<file path="config.mk">
export PLATFORM = sky130hd
export DESIGN_NAME = lcd_acbias_gen
export DESIGN_NICKNAME = d
export VERILOG_FILES = /design/src/rtl/lcd_acb_pkg.sv /design/src/rtl/acb_arm_ctrl.sv /design/src/rtl/acb_line_divider.sv /design/src/rtl/acb_flip_counter.sv /design/src/rtl/lcd_acbias_gen.sv
export SDC_FILE = /design/constraint.sdc
export NUM_CORES = 1
export LEC_CHECK = 0
export ABC_AREA = 1
export BUFFER_PORTS_ARGS = -buffer_cell sky130_fd_sc_hd__buf_2
export CORE_MARGIN = 8
export CORE_UTILIZATION = 53
export CTS_CLUSTER_DIAMETER = 120
export CTS_CLUSTER_SIZE = 40
export DETAILED_ROUTE_END_ITERATION = 16
export PLACE_DENSITY = 0.82
export SETUP_SLACK_MARGIN = 0.5
export SYNTH_ARGS = -nofsm -noshare
export SYNTH_HDL_FRONTEND = slang
export SYNTH_SLANG_ARGS = --single-unit
</file>
<file path="constraint.sdc">
create_clock -name clk -period 1.7 [get_ports clk]
set_input_delay 0.34 -clock clk [delete_from_list [all_inputs] [get_ports clk]]
set_output_delay 0.34 -clock clk [all_outputs]
set_load 0.02 [all_outputs]
</file>
<file path="src/rtl/lcd_acb_pkg.sv">
package lcd_acb_pkg;

    localparam int PERIOD_W = 8;
    localparam int IRQCNT_W = 4;

    typedef enum logic {
        BIAS_PASSIVE = 1'b0,
        BIAS_ACTIVE  = 1'b1
    } bias_mode_e;

    typedef enum logic [1:0] {
        STEP_HOLD = 2'd0,
        STEP_LOAD = 2'd1,
        STEP_DEC  = 2'd2,
        STEP_WRAP = 2'd3
    } cnt_step_e;

    typedef struct packed {
        logic load;
        logic run;
    } seq_ctl_t;

    function automatic cnt_step_e pick_step(input logic load, input logic event_hit,
                                            input logic at_end);
        if (load)
            return STEP_LOAD;
        else if (event_hit && at_end)
            return STEP_WRAP;
        else if (event_hit)
            return STEP_DEC;
        else
            return STEP_HOLD;
    endfunction

endpackage

</file>
<file path="src/rtl/acb_arm_ctrl.sv">
module acb_arm_ctrl
    import lcd_acb_pkg::*;
(
    input  logic       clk,
    input  logic       rst,
    input  logic       ctl_en,
    input  bias_mode_e mode,
    output seq_ctl_t   ctl
);
    logic armed_q;

    always_ff @(posedge clk) begin
        if (rst || !ctl_en)
            armed_q <= 1'b0;
        else
            armed_q <= 1'b1;
    end

    always_comb begin
        ctl.load = ctl_en && !armed_q;
        ctl.run  = ctl_en && armed_q && (mode == BIAS_PASSIVE);
    end
endmodule

</file>
<file path="src/rtl/acb_line_divider.sv">
module acb_line_divider
    import lcd_acb_pkg::*;
#(
    parameter int CNT_W = PERIOD_W
) (
    input  logic             clk,
    input  logic             rst,
    input  logic             ctl_en,
    input  seq_ctl_t         ctl,
    input  logic             line_stb,
    input  logic [CNT_W-1:0] period,
    output logic             tog_pin,
    output logic             flip
);
    logic [CNT_W-1:0] cnt_q;
    logic             at_end;
    cnt_step_e        step;

    assign at_end = (cnt_q == '0);
    assign step   = pick_step(ctl.load, ctl.run && line_stb, at_end);
    assign flip   = (step == STEP_WRAP);

    always_ff @(posedge clk) begin
        if (rst || !ctl_en) begin
            cnt_q   <= '0;
            tog_pin <= 1'b0;
        end else begin
            unique case (step)
                STEP_LOAD: cnt_q <= period;
                STEP_WRAP: begin
                    cnt_q   <= period;
                    tog_pin <= ~tog_pin;
                end
                STEP_DEC:  cnt_q <= cnt_q - 1'b1;
                default:   cnt_q <= cnt_q;
            endcase
        end
    end
endmodule

</file>
<file path="src/rtl/acb_flip_counter.sv">
module acb_flip_counter
    import lcd_acb_pkg::*;
#(
    parameter int CNT_W = IRQCNT_W
) (
    input  logic             clk,
    input  logic             rst,
    input  logic             ctl_en,
    input  seq_ctl_t         ctl,
    input  logic             flip,
    input  logic             status_clr,
    input  logic [CNT_W-1:0] per_irq,
    output logic             status
);
    localparam logic [CNT_W-1:0] LAST = CNT_W'(1);

    logic [CNT_W-1:0] cnt_q;
    logic             counting;
    logic             hit;
    cnt_step_e        step;

    assign counting = flip && (!status || status_clr);
    // A value of one means the current inversion is the last one.
    // A value of zero means counting is disabled: wrap without setting status.
    assign step = pick_step(ctl.load, counting, (cnt_q == LAST) || (cnt_q == '0));
    assign hit  = (step == STEP_WRAP) && (cnt_q == LAST);

    always_ff @(posedge clk) begin
        if (rst || !ctl_en) begin
            cnt_q <= '0;
        end else begin
            unique case (step)
                STEP_LOAD, STEP_WRAP: cnt_q <= per_irq;
                STEP_DEC:             cnt_q <= cnt_q - 1'b1;
                default:              cnt_q <= cnt_q;
            endcase
        end
    end

    always_ff @(posedge clk) begin
        if (rst)
            status <= 1'b0;
        else if (hit)
            status <= 1'b1;
        else if (status_clr)
            status <= 1'b0;
    end
endmodule

</file>
<file path="src/rtl/lcd_acbias_gen.sv">
module lcd_acbias_gen
    import lcd_acb_pkg::*;
#(
    parameter int P_W = PERIOD_W,
    parameter int I_W = IRQCNT_W
) (
    input  logic           clk,
    input  logic           rst,
    input  logic           ctl_en,
    input  logic           mode_active,
    input  logic           line_stb,
    input  logic           pix_valid,
    input  logic [P_W-1:0] flip_period,
    input  logic [I_W-1:0] flips_per_irq,
    input  logic           irq_en,
    input  logic           status_clr,
    output logic           bias_pin,
    output logic           flip_status,
    output logic           irq
);
    bias_mode_e mode;
    seq_ctl_t   ctl;
    logic       tog_pin;
    logic       flip;

    assign mode = bias_mode_e'(mode_active);

    acb_arm_ctrl u_arm (
        .clk    (clk),
        .rst    (rst),
        .ctl_en (ctl_en),
        .mode   (mode),
        .ctl    (ctl)
    );

    acb_line_divider #(.CNT_W(P_W)) u_div (
        .clk      (clk),
        .rst      (rst),
        .ctl_en   (ctl_en),
        .ctl      (ctl),
        .line_stb (line_stb),
        .period   (flip_period),
        .tog_pin  (tog_pin),
        .flip     (flip)
    );

    acb_flip_counter #(.CNT_W(I_W)) u_flips (
        .clk        (clk),
        .rst        (rst),
        .ctl_en     (ctl_en),
        .ctl        (ctl),
        .flip       (flip),
        .status_clr (status_clr),
        .per_irq    (flips_per_irq),
        .status     (flip_status)
    );

    always_comb begin
        if (!ctl_en)
            bias_pin = 1'b0;
        else if (mode == BIAS_ACTIVE)
            bias_pin = pix_valid;
        else
            bias_pin = tog_pin;
    end

    assign irq = flip_status & irq_en;
endmodule

</file>
==> impl_metrics.yaml, run 1 <==
routing:
  vias_per_cell: 5.50
  drtIter0Drc: 51
  routedWlPerCell_um: 15.4
  wl_mm: 3.35
  vias: 1193
  drc: 0
  drtAntennaViolNets: 0
  drt_first_pass_iters: 7
synthesis:
  synth.net_count: 174
  syn_area_um2: 1060
  syn_inst: 150
  seq_area_frac_synth_pct: 28.3
  synth-seq-cells: 15
  yosys_warnings: 0
  postSynthAreaPerCell_um2: 7.07
  synth.distinct_cells: 28
timing:
  slew_headroom_pct: 76.4
  whs_ns: 0.205
  worst_slew_pin_slew_ns: 0.353
  rsz0062_at_grt: "true"
  hold_viol_final: 0
  fmax_mhz: 706
  period_needed_ns: 1.42
  fin_skew_ns: 0.00172
  final_max_slew_viol_count: 0
  setup_violations: 0
  post-route-period-util_pct: 83.3
  setup-tns-final_ns: 0
floorplan:
  die_w_um: 60.7
  start_util_pct: 55.1
  ios: 23
  rows: 16
  die_h_um: 60.7
  dieArea_um2: 3690
  core_um2: 1920
cells_and_area:
  drive_above_1_share_pct: 48.4
  fill_cells: 119
  layout_common_cells: "25 x nand2_1, 20 x buf_2, 14 x nor2_1"
  layout.nets: 215
  syn_to_final_growth_pct: 47.5
  diodes: 0
  final_common_cell: "nand2_1"
min_path:
  min_from: "rst"
  hold_class: "input pin to flip-flop"
  holdPathStages: 2
  min_to: "u_flips.status"
pwr:
  sequentialPowerShare_pct: 41.3
  power.density_nw_per_um2: 596
  switching_share_pct: 35.0
  p_int_uw: 605
  p_leak_nw: 0.732
  peakVddDrop_mv: 0.537
  comb_power_share_pct: 35.8
  switching_power_uw: 326
  power.share.clock_pct: 22.9
setup_path:
  reg2reg_slack_ns: 0.28
  cp.arrival_ns: 1.60
  r2r-end: "u_flips.cnt_q[2]"
  start_kind: "flip-flop"
  cp_cell_sequence: "nor2_4 > nand2_4 > nor2_8 > nand4_4 > nand2_2 > nand2_1 > nor2_1 > nor2_1"
  slowest_stage: "dfxtp_4"
  ff2ff_path_depth: 8
  r2r-start: "u_div.cnt_q[2]"
  critPathMaxStageDelay_ns: 0.38
  required_ns: 1.88
  crit_type: "flip-flop to flip-flop"
  cp_common_cell: "nor2_1"
  endpoint_kind: "flip-flop"
  path_max_fanout: 7
global_routing:
  gr-usage-all-layers_pct: 17.3
  globalRouteOverflowTotal: 0
  grt_first_pass_wirelength_mm: 4.76
  antenna_found_initial: 0
  grt_pass1_vias: 1101
  grt_max_degree: 15
cts:
  clk_pin_slew_ns: 0.09
  cts_tree: "yes"
  clock-sinks: 15
  worstSkewPairLatency_ns: 0.29
  numCtsBuffers: 3
  cts_htree_levels: 1
  cts_root_buffer: "clkbuf_4"
  cts_buffer_depth: 2
job:
  max_cap_violations: 0
status:
  outcome: "finished, final reports clean"
placed_design:
  place.port_buffers: 22
  gp_congestion: 0.868
  dp_hpwl_mm: 1.75
-- stage by stage --
stage | std cells | area (µm²) | total power [mW] | util (%) | setup WS, ns
floorplan | 150 | 1110 | 0.556 | - | 0.479
global placement | 198 | 1240 | 0.601 | 64.6 | 0.333
detailed placement | 198 | 1240 | 0.609 | 64.6 | 0.275
CTS | 213 | 1470 | 0.882 | 76.5 | 0.358
global route | 217 | 1560 | 0.967 | 81.3 | 0.189
finish | 217 | 1560 | 0.931 | 81.3 | 0.284
-- flip-flops by register name (all words and copies together), names as in the netlist --
signal	count
u_div.tog_pin	1
u_arm.armed_q	1
u_div.cnt_q	8
u_flips.cnt_q	4
u_flips.status	1
-- worst max-delay path by stage --
stage	start	endpoint	slack (ns)	cells past startpoint
5_1_grt	u_div.cnt_q[2]	u_flips.cnt_q[2]	0.19	7
3_3_place_gp	u_div.cnt_q[7]	u_div.cnt_q[5]	0.33	6
3_5_place_dp	mode_active	u_div.cnt_q[0]	0.28	9
4_1_cts	u_div.cnt_q[0]	u_flips.cnt_q[2]	0.36	9
6_report	u_div.cnt_q[2]	u_flips.cnt_q[2]	0.28	8
2_1_floorplan	u_div.cnt_q[0]	u_flips.cnt_q[0]	0.48	9
-- synth_stat cells, drive strengths merged --
cell / count / area (µm²)
xnor2: 6 / 52.6
o21bai: 3 / 22.5
or2: 2 / 12.5
nand2: 33 / 141
nor3: 1 / 5.00
nand4: 3 / 33.8
dfxtp: 15 / 300
xor2: 1 / 8.76
nor2: 25 / 146
inv: 21 / 78.8
nand3: 9 / 57.6
buf: 2 / 16.3
a21oi: 6 / 30.0
a21boi: 1 / 7.51
o21ai: 17 / 88.8
nand3b: 1 / 7.51
ha: 4 / 50.1
-- timing repair --
action,CTS,global route
endpoints found under the setup margin,15,17
resized for setup,32,21
buffers inserted,10,3
hold buffers,0,0
pin swaps,16,20
gates cloned,1,1
-- critical path: cells and delay by family, from the launching register on --
| family | cells | cell delay, ns |
|---|---|---|
| and+or+nand+nor | 8 | 0.92 |
| DFF | 1 | 0.38 |
-- logic make-up (layout without fill, tap and decap cells) --
logic type | count (synthesis) | count (layout) | share of synthesized area, %
flip-flops | 15 | 15 | 28.3
adder cells (fa/ha/maj) | 4 | 4 | 4.72
AND/OR/NAND/NOR | 74 | 74 | 38.1
XOR/XNOR | 7 | 7 | 5.79
buffers and inverters | 23 | 62 | 8.97
AO/OA/AOI/OAI | 27 | 28 | 14.0
-- final cells by class --
cell class / count / area, µm² / area share [%]
multi-input cells: 113 / 847 / 54.2
inverters: 21 / 86.3 / 5.52
well taps: 27 / 33.8 / 2.16
repair buffers: 36 / 239 / 15.3
flip-flops and latches: 15 / 323 / 20.7
clock buffers: 4 / 26.3 / 1.68
repair inverters: 1 / 7.51 / 0.480
-- power groups by stage --
stage,registers (mW),clock network [mW],logic [mW]
after global placement,0.389,0,0.212
after global routing,0.386,0.222,0.359
after detailed placement,0.390,0,0.219
after CTS,0.384,0.213,0.284
final,0.385,0.213,0.334
after floorplan,0.387,0,0.170
-- per-layer routing --
layer  vias to the layer above  track usage, %  share of wire, %
li1                        561               -                 -
met1                       550            19.6                38
met2                        69            30.5                50
met3                        13            2.54               9.1
met4                         0            8.64               2.3
met5                         -               0                 0
Note: power is estimated with default switching activity, not from simulation.
==> run 2, diff against run 1 <==
--- a/config.mk
+++ b/config.mk
@@ -5,14 +5,14 @@
 export SDC_FILE = /design/constraint.sdc
 export NUM_CORES = 1
 export LEC_CHECK = 0
-export ABC_AREA = 1
+export ABC_AREA = 0
 export BUFFER_PORTS_ARGS = -buffer_cell sky130_fd_sc_hd__buf_2
 export CORE_MARGIN = 8
-export CORE_UTILIZATION = 53
+export CORE_UTILIZATION = 48
 export CTS_CLUSTER_DIAMETER = 120
 export CTS_CLUSTER_SIZE = 40
 export DETAILED_ROUTE_END_ITERATION = 16
-export PLACE_DENSITY = 0.82
+export PLACE_DENSITY = 0.79
 export SETUP_SLACK_MARGIN = 0.5
 export SYNTH_ARGS = -nofsm -noshare
 export SYNTH_HDL_FRONTEND = slang
==> constraint.sdc (replaced) <==
create_clock -name clk -period 1.27 [get_ports clk]
set_input_delay 0.254 -clock clk [delete_from_list [all_inputs] [get_ports clk]]
set_output_delay 0.254 -clock clk [all_outputs]
set_load 0.02 [all_outputs]
==> impl_metrics.yaml, run 2 <==
synthesis:
  yosys-top-cells-area: "dfxtp_1 29%, ha_1 4.8%, a211oi_1 3.6%, nor2b_1 3.0%, a21oi_1 2.9%"
  synth-seq-cells: 15
  async_flop_share_pct: 0
  yosys_warnings: 0
  synth.most_common_cell: "dfxtp_1"
  postSynthAreaPerCell_um2: 8.89
  syn_area_um2: 1040
  ys.flop_type: "dfxtp_1"
  synth_top_area_share_pct: 28.9
  seq_area_frac_synth_pct: 28.9
  synth.net_count: 141
  synth.distinct_cells: 47
  synth-edff-count: 0
  netlist.top_cell.by_area: "dfxtp_1"
  syn_inst: 117
  synth_common_cells: "15 x dfxtp_1, 7 x inv_1, 7 x nand2_1, 7 x nor2_1, 6 x a21oi_1"
cts:
  cts_tree: "yes"
  clk_pin_slew_ns: 0.11
  cts_htree_levels: 1
  cts_root_buffer: "clkbuf_4"
  worstSkewPairLatency_ns: 0.30
  numCtsBuffers: 3
  clock-sinks: 15
  cts_buffer_depth: 2
routing:
  drtIter0Drc: 72
  drt_first_pass_iters: 4
  vias_per_cell: 6.01
  drc: 0
  drtAntennaViolNets: 0
  vias: 1251
  routedWlPerCell_um: 18.4
  wl_mm: 3.83
cells_and_area:
  fill_cells: 141
  layout_common_cells: "32 x buf_4, 19 x buf_2, 10 x dfxtp_1"
  top_regs: "u_div.cnt_q (8), u_flips.cnt_q (4)"
  area.sequential_um2: 309
  largest_register_ffs: 8
  postLayoutCellArea_um2: 1670
  diodes: 0
  syn_to_final_growth_pct: 60.9
  final_common_cell: "buf_4"
  multi_input_area_um2: 823
  layout.nets: 205
  drive_above_1_share_pct: 56.1
  largest_register: "u_div.cnt_q"
global_routing:
  grt_max_degree: 11
  grt.busiest_layer: "met2"
  gr-usage-all-layers_pct: 18.2
  grt_first_pass_wirelength_mm: 5.87
  grt.met1_usage_pct: 18.5
  globalRouteOverflowTotal: 0
  grt_util_met3_pct: 4.66
  gr-usage-met2_pct: 33.5
  antenna_found_initial: 0
  grt_pass1_vias: 1322
setup_path:
  endpoint_kind: "flip-flop"
  start_kind: "flip-flop"
  r2r-end: "u_div.cnt_q[7]"
  endpoint: "u_div.cnt_q[7]"
  reg2reg_slack_ns: -0.53
  ff2ff_path_depth: 7
  path_max_fanout: 3
  cp-startpoint: "u_div.cnt_q[1]"
  cp.arrival_ns: 2.05
  crit_type: "flip-flop to flip-flop"
  r2r-start: "u_div.cnt_q[1]"
  required_ns: 1.51
pwr:
  p_total_mw: 1.21
  peakVddDrop_mv: 0.790
  power.density_nw_per_um2: 723
  p_leak_nw: 0.682
floorplan:
  rows: 17
  die_h_um: 62.5
  ios: 23
  core_um2: 2130
  die_w_um: 62.5
  start_util_pct: 48.9
  dieArea_um2: 3910
job:
  max_cap_violations: 0
timing:
  slew_headroom_pct: 64.7
  setup-tns-final_ns: -5.59
  fin_skew_ns: 0.00824
  final_max_slew_viol_count: 0
  worst_slew_pin_slew_ns: 0.524
  fmax_mhz: 555
  fin_ws_ns: -0.533
  hold_viol_final: 0
  period_needed_ns: 1.80
  post-route-period-util_pct: 142
  rsz0062_at_grt: "true"
  setup_violations: 14
status:
  outcome: "finished, violations left"
  violations: "negative setup slack"
placed_design:
  dp_hpwl_mm: 2.54
  gp_congestion: 0.894
  placed_area_um2: 1490
  place.port_buffers: 22
  preCtsSetupSlack_ns: -0.454
min_path:
  min_from: "rst"
  hold_class: "input pin to flip-flop"
  holdPathStages: 2
[run 2: cell count changes after synthesis, sizes merged, moves of 8 or more]
cell	change
nor2	-18
inv	-14
nand2	-26
o21ai	-9
nand3	-8
[run 2: worst max-delay path: stages (launching register included)]
cell	delay [ns]
dfxtp_2	0.35
buf_4	0.13
buf_4	0.13
nor4_1	0.46
buf_4	0.22
nand2_1	0.07
a21oi_1	0.19
o221a_1	0.20
[run 2: per-layer routing]
metal / share of wire [%] / wire [µm]
met5: 0 / 0
met4: 2.7 / 104
met3: 5.2 / 198
met2: 54 / 2080
met1: 38 / 1450
[run 2: worst min-delay path by stage]
| stage | end |
|---|---|
| 2_1_floorplan | u_flips.status |
| 3_3_place_gp | u_flips.status |
| 3_5_place_dp | u_flips.status |
| 4_1_cts | u_flips.status |
| 5_1_grt | u_flips.status |
| 6_report | u_flips.status |
[run 2: what timing repair did]
action	CTS	global route
gates resized for setup	21	6
pin swaps	11	6
setup buffers	4	2
setup endpoints to repair	17	17
hold buffers	0	0
[run 2: through the flow]
stage	hold slack (ns)	util, %	instances
floorplan	0.313	-	117
global route	0.0952	78.6	208
CTS	0.105	76.6	206
global placement	0.416	69.9	198
finish	0.0970	78.6	208
detailed placement	0.413	69.9	198
[run 2: kinds of logic after synthesis]
family	share of synthesized area, %
AND/OR/NAND/NOR	28.6
multiplexers	4.33
AO/OA/AOI/OAI	29.2
adder cells (fa/ha/maj)	4.81
buffers and inverters	3.25
XOR/XNOR	0.843
flip-flops	28.9
[run 2: where the power goes]
part	internal (mW)	leakage, nW	switching (mW)	total (mW)
Sequential	0.485	0.125	0.0212	0.506
Clock	0.122	0.0150	0.180	0.302
Combinational	0.208	0.542	0.192	0.401
[run 2: cell type report]
cell class / instances / share of cell area [%]
Clock buffer: 4 / 1.57
Inverter: 8 / 2.02
Timing Repair Buffer: 60 / 26.6
Sequential cell: 15 / 18.5
Multi-Input combinational cell: 93 / 49.2
Tap cell: 28 / 2.09
==> run 3, diff against run 2 <==
--- a/config.mk
+++ b/config.mk
@@ -5,7 +5,7 @@
 export SDC_FILE = /design/constraint.sdc
 export NUM_CORES = 1
 export LEC_CHECK = 0
-export ABC_AREA = 0
+export ABC_AREA = 1
 export BUFFER_PORTS_ARGS = -buffer_cell sky130_fd_sc_hd__buf_2
 export CORE_MARGIN = 8
 export CORE_UTILIZATION = 48
==> impl_metrics.yaml, run 3 (synthesis results as in run 1) <==
setup_path:
  cp.arrival_ns: 1.53
  required_ns: 1.45
  critPathMaxStageDelay_ns: 0.34
  cp_cell_sequence: "inv_2 > ha_4 > nand2_4 > nor2_8 > nand4_4 > nand2_1 > nand2_1 > nor2_1 > nor2_1"
  crit_type: "flip-flop to flip-flop"
  slowest_stage: "dfxtp_2"
  endpoint_kind: "flip-flop"
  start_kind: "flip-flop"
  path_max_fanout: 7
cts:
  clk_pin_slew_ns: 0.11
  numCtsBuffers: 3
  worstSkewPairLatency_ns: 0.30
  cts_buffer_depth: 2
  cts_tree: "yes"
  clock-sinks: 15
  cts_htree_levels: 1
  cts_root_buffer: "clkbuf_4"
floorplan:
  start_util_pct: 49.3
  core_um2: 2150
  dieArea_um2: 3970
  die_w_um: 63.0
  rows: 17
  die_h_um: 63.0
  ios: 23
timing:
  fin_skew_ns: 0.0160
  slew_headroom_pct: 80.4
  final_max_slew_viol_count: 0
  whs_ns: 0.0968
  rsz0062_at_grt: "true"
  setup_violations: 8
  hold_viol_final: 0
  fmax_mhz: 739
  worst_slew_pin_slew_ns: 0.292
  period_needed_ns: 1.35
  fin_ws_ns: -0.0839
  post-route-period-util_pct: 107
placed_design:
  place.port_buffers: 22
  dp_hpwl_mm: 2.13
  gp_congestion: 0.851
  placed_area_um2: 1400
status:
  violations: "negative setup slack"
  outcome: "finished, violations left"
routing:
  vias_per_cell: 5.12
  drc: 0
  wl_mm: 2.97
  vias: 1136
  drtIter0Drc: 55
  drt_first_pass_iters: 4
  routedWlPerCell_um: 13.4
  drtAntennaViolNets: 0
global_routing:
  globalRouteOverflowTotal: 0
  grt_pass1_vias: 1146
  grt_util_met3_pct: 3.23
  gr-usage-met2_pct: 27.4
  grt.met1_usage_pct: 14.8
  grt.busiest_layer: "met2"
  grt_first_pass_wirelength_mm: 4.89
  gr-usage-all-layers_pct: 14.5
  grt_max_degree: 15
  antenna_found_initial: 0
pwr:
  p_total_mw: 1.22
  p_leak_nw: 0.743
  power.density_nw_per_um2: 786
  peakVddDrop_mv: 0.524
cells_and_area:
  postLayoutCellArea_um2: 1550
  diodes: 0
  layout_common_cells: "26 x nand2_1, 19 x buf_2, 19 x buf_4"
  largest_register: "u_div.cnt_q"
  fill_cells: 166
  syn_to_final_growth_pct: 46.5
  largest_register_ffs: 8
  final_common_cell: "nand2_1"
  top_regs: "u_div.cnt_q (8), u_flips.cnt_q (4)"
  drive_above_1_share_pct: 46.9
  layout.nets: 219
min_path:
  hold_class: "input pin to flip-flop"
job:
  max_cap_violations: 0
[run 3: changes by cell type in the layout (fill, tap and decap cells not counted), moves of 4 or more]
| cell | before | now |
|---|---|---|
| o21ai_0 | 4 | 8 |
| buf_6 | 8 | 4 |
| dfxtp_1 | 10 | 6 |
| nor2_4 | 0 | 6 |
| inv_1 | 4 | 13 |
| nor2_1 | 5 | 14 |
| xnor2_1 | 0 | 6 |
| nand3_1 | 1 | 7 |
| buf_4 | 32 | 19 |
| nor2b_1 | 4 | 0 |
| inv_2 | 2 | 7 |
| nand2_1 | 6 | 26 |
[run 3: cell type report]
type                       count  area, µm²  share of cell area (%)
inverter                      21       83.8                    5.40
sequential                    15        317                    20.4
multi-input combinational    112        808                    52.1
tap                           28       35.0                    2.26
clock buffer                   4       26.3                    1.69
timing repair buffer          42        283                    18.2
[run 3: timing repair]
| action | CTS | global route |
|---|---|---|
| gates resized for setup | 20 | 11 |
| pin swaps | 4 | 8 |
| setup buffers | 1 | 1 |
| endpoints found under the setup margin | 17 | 17 |
| hold buffers | 0 | 0 |
[run 3: report_power, final]
| part | switching (mW) | leakage [nW] | internal, mW |
|---|---|---|---|
| combinational | 0.222 | 0.600 | 0.197 |
| clock | 0.174 | 0.0150 | 0.122 |
| sequential | 0.0182 | 0.127 | 0.488 |
[run 3: routing by layer]
layer	vias up	share of wire (%)
met5	-	0
met2	29	55
met1	533	40
li1	569	-
met4	0	1.4
met3	5	3.2
[run 3: stage by stage]
stage / utilization (%) / instances / worst slack (ns) / setup TNS, ns
6_report: 72.3 / 222 / -0.0839 / -0.368
5_1_grt: 72.3 / 222 / -0.150 / -1.28
4_1_cts: 69.9 / 221 / -0.0593 / -0.220
3_5_place_dp: 65.0 / 216 / -0.140 / -0.956
3_3_place_gp: 65.0 / 216 / -0.0579 / -0.331
2_1_floorplan: - / 150 / 0.0489 / 0
[run 3: critical path, delay by kind of cell (launching register included)]
family | cells | cell delay, ns
simple gates | 7 | 0.67
fa+ha+maj | 1 | 0.14
buf+inv | 1 | 0.07
flops | 1 | 0.34
[run 3: worst paths after layout]
check | from | to | slack [ns] | cells past startpoint
max | u_div.cnt_q[1] | u_flips.cnt_q[1] | -0.08 | 9
min | rst | u_flips.status | 0.1 | 2
max reg2reg | u_div.cnt_q[1] | u_flips.cnt_q[1] | -0.08 | 9
min reg2reg | u_div.tog_pin | u_div.tog_pin | 0.50 | 2
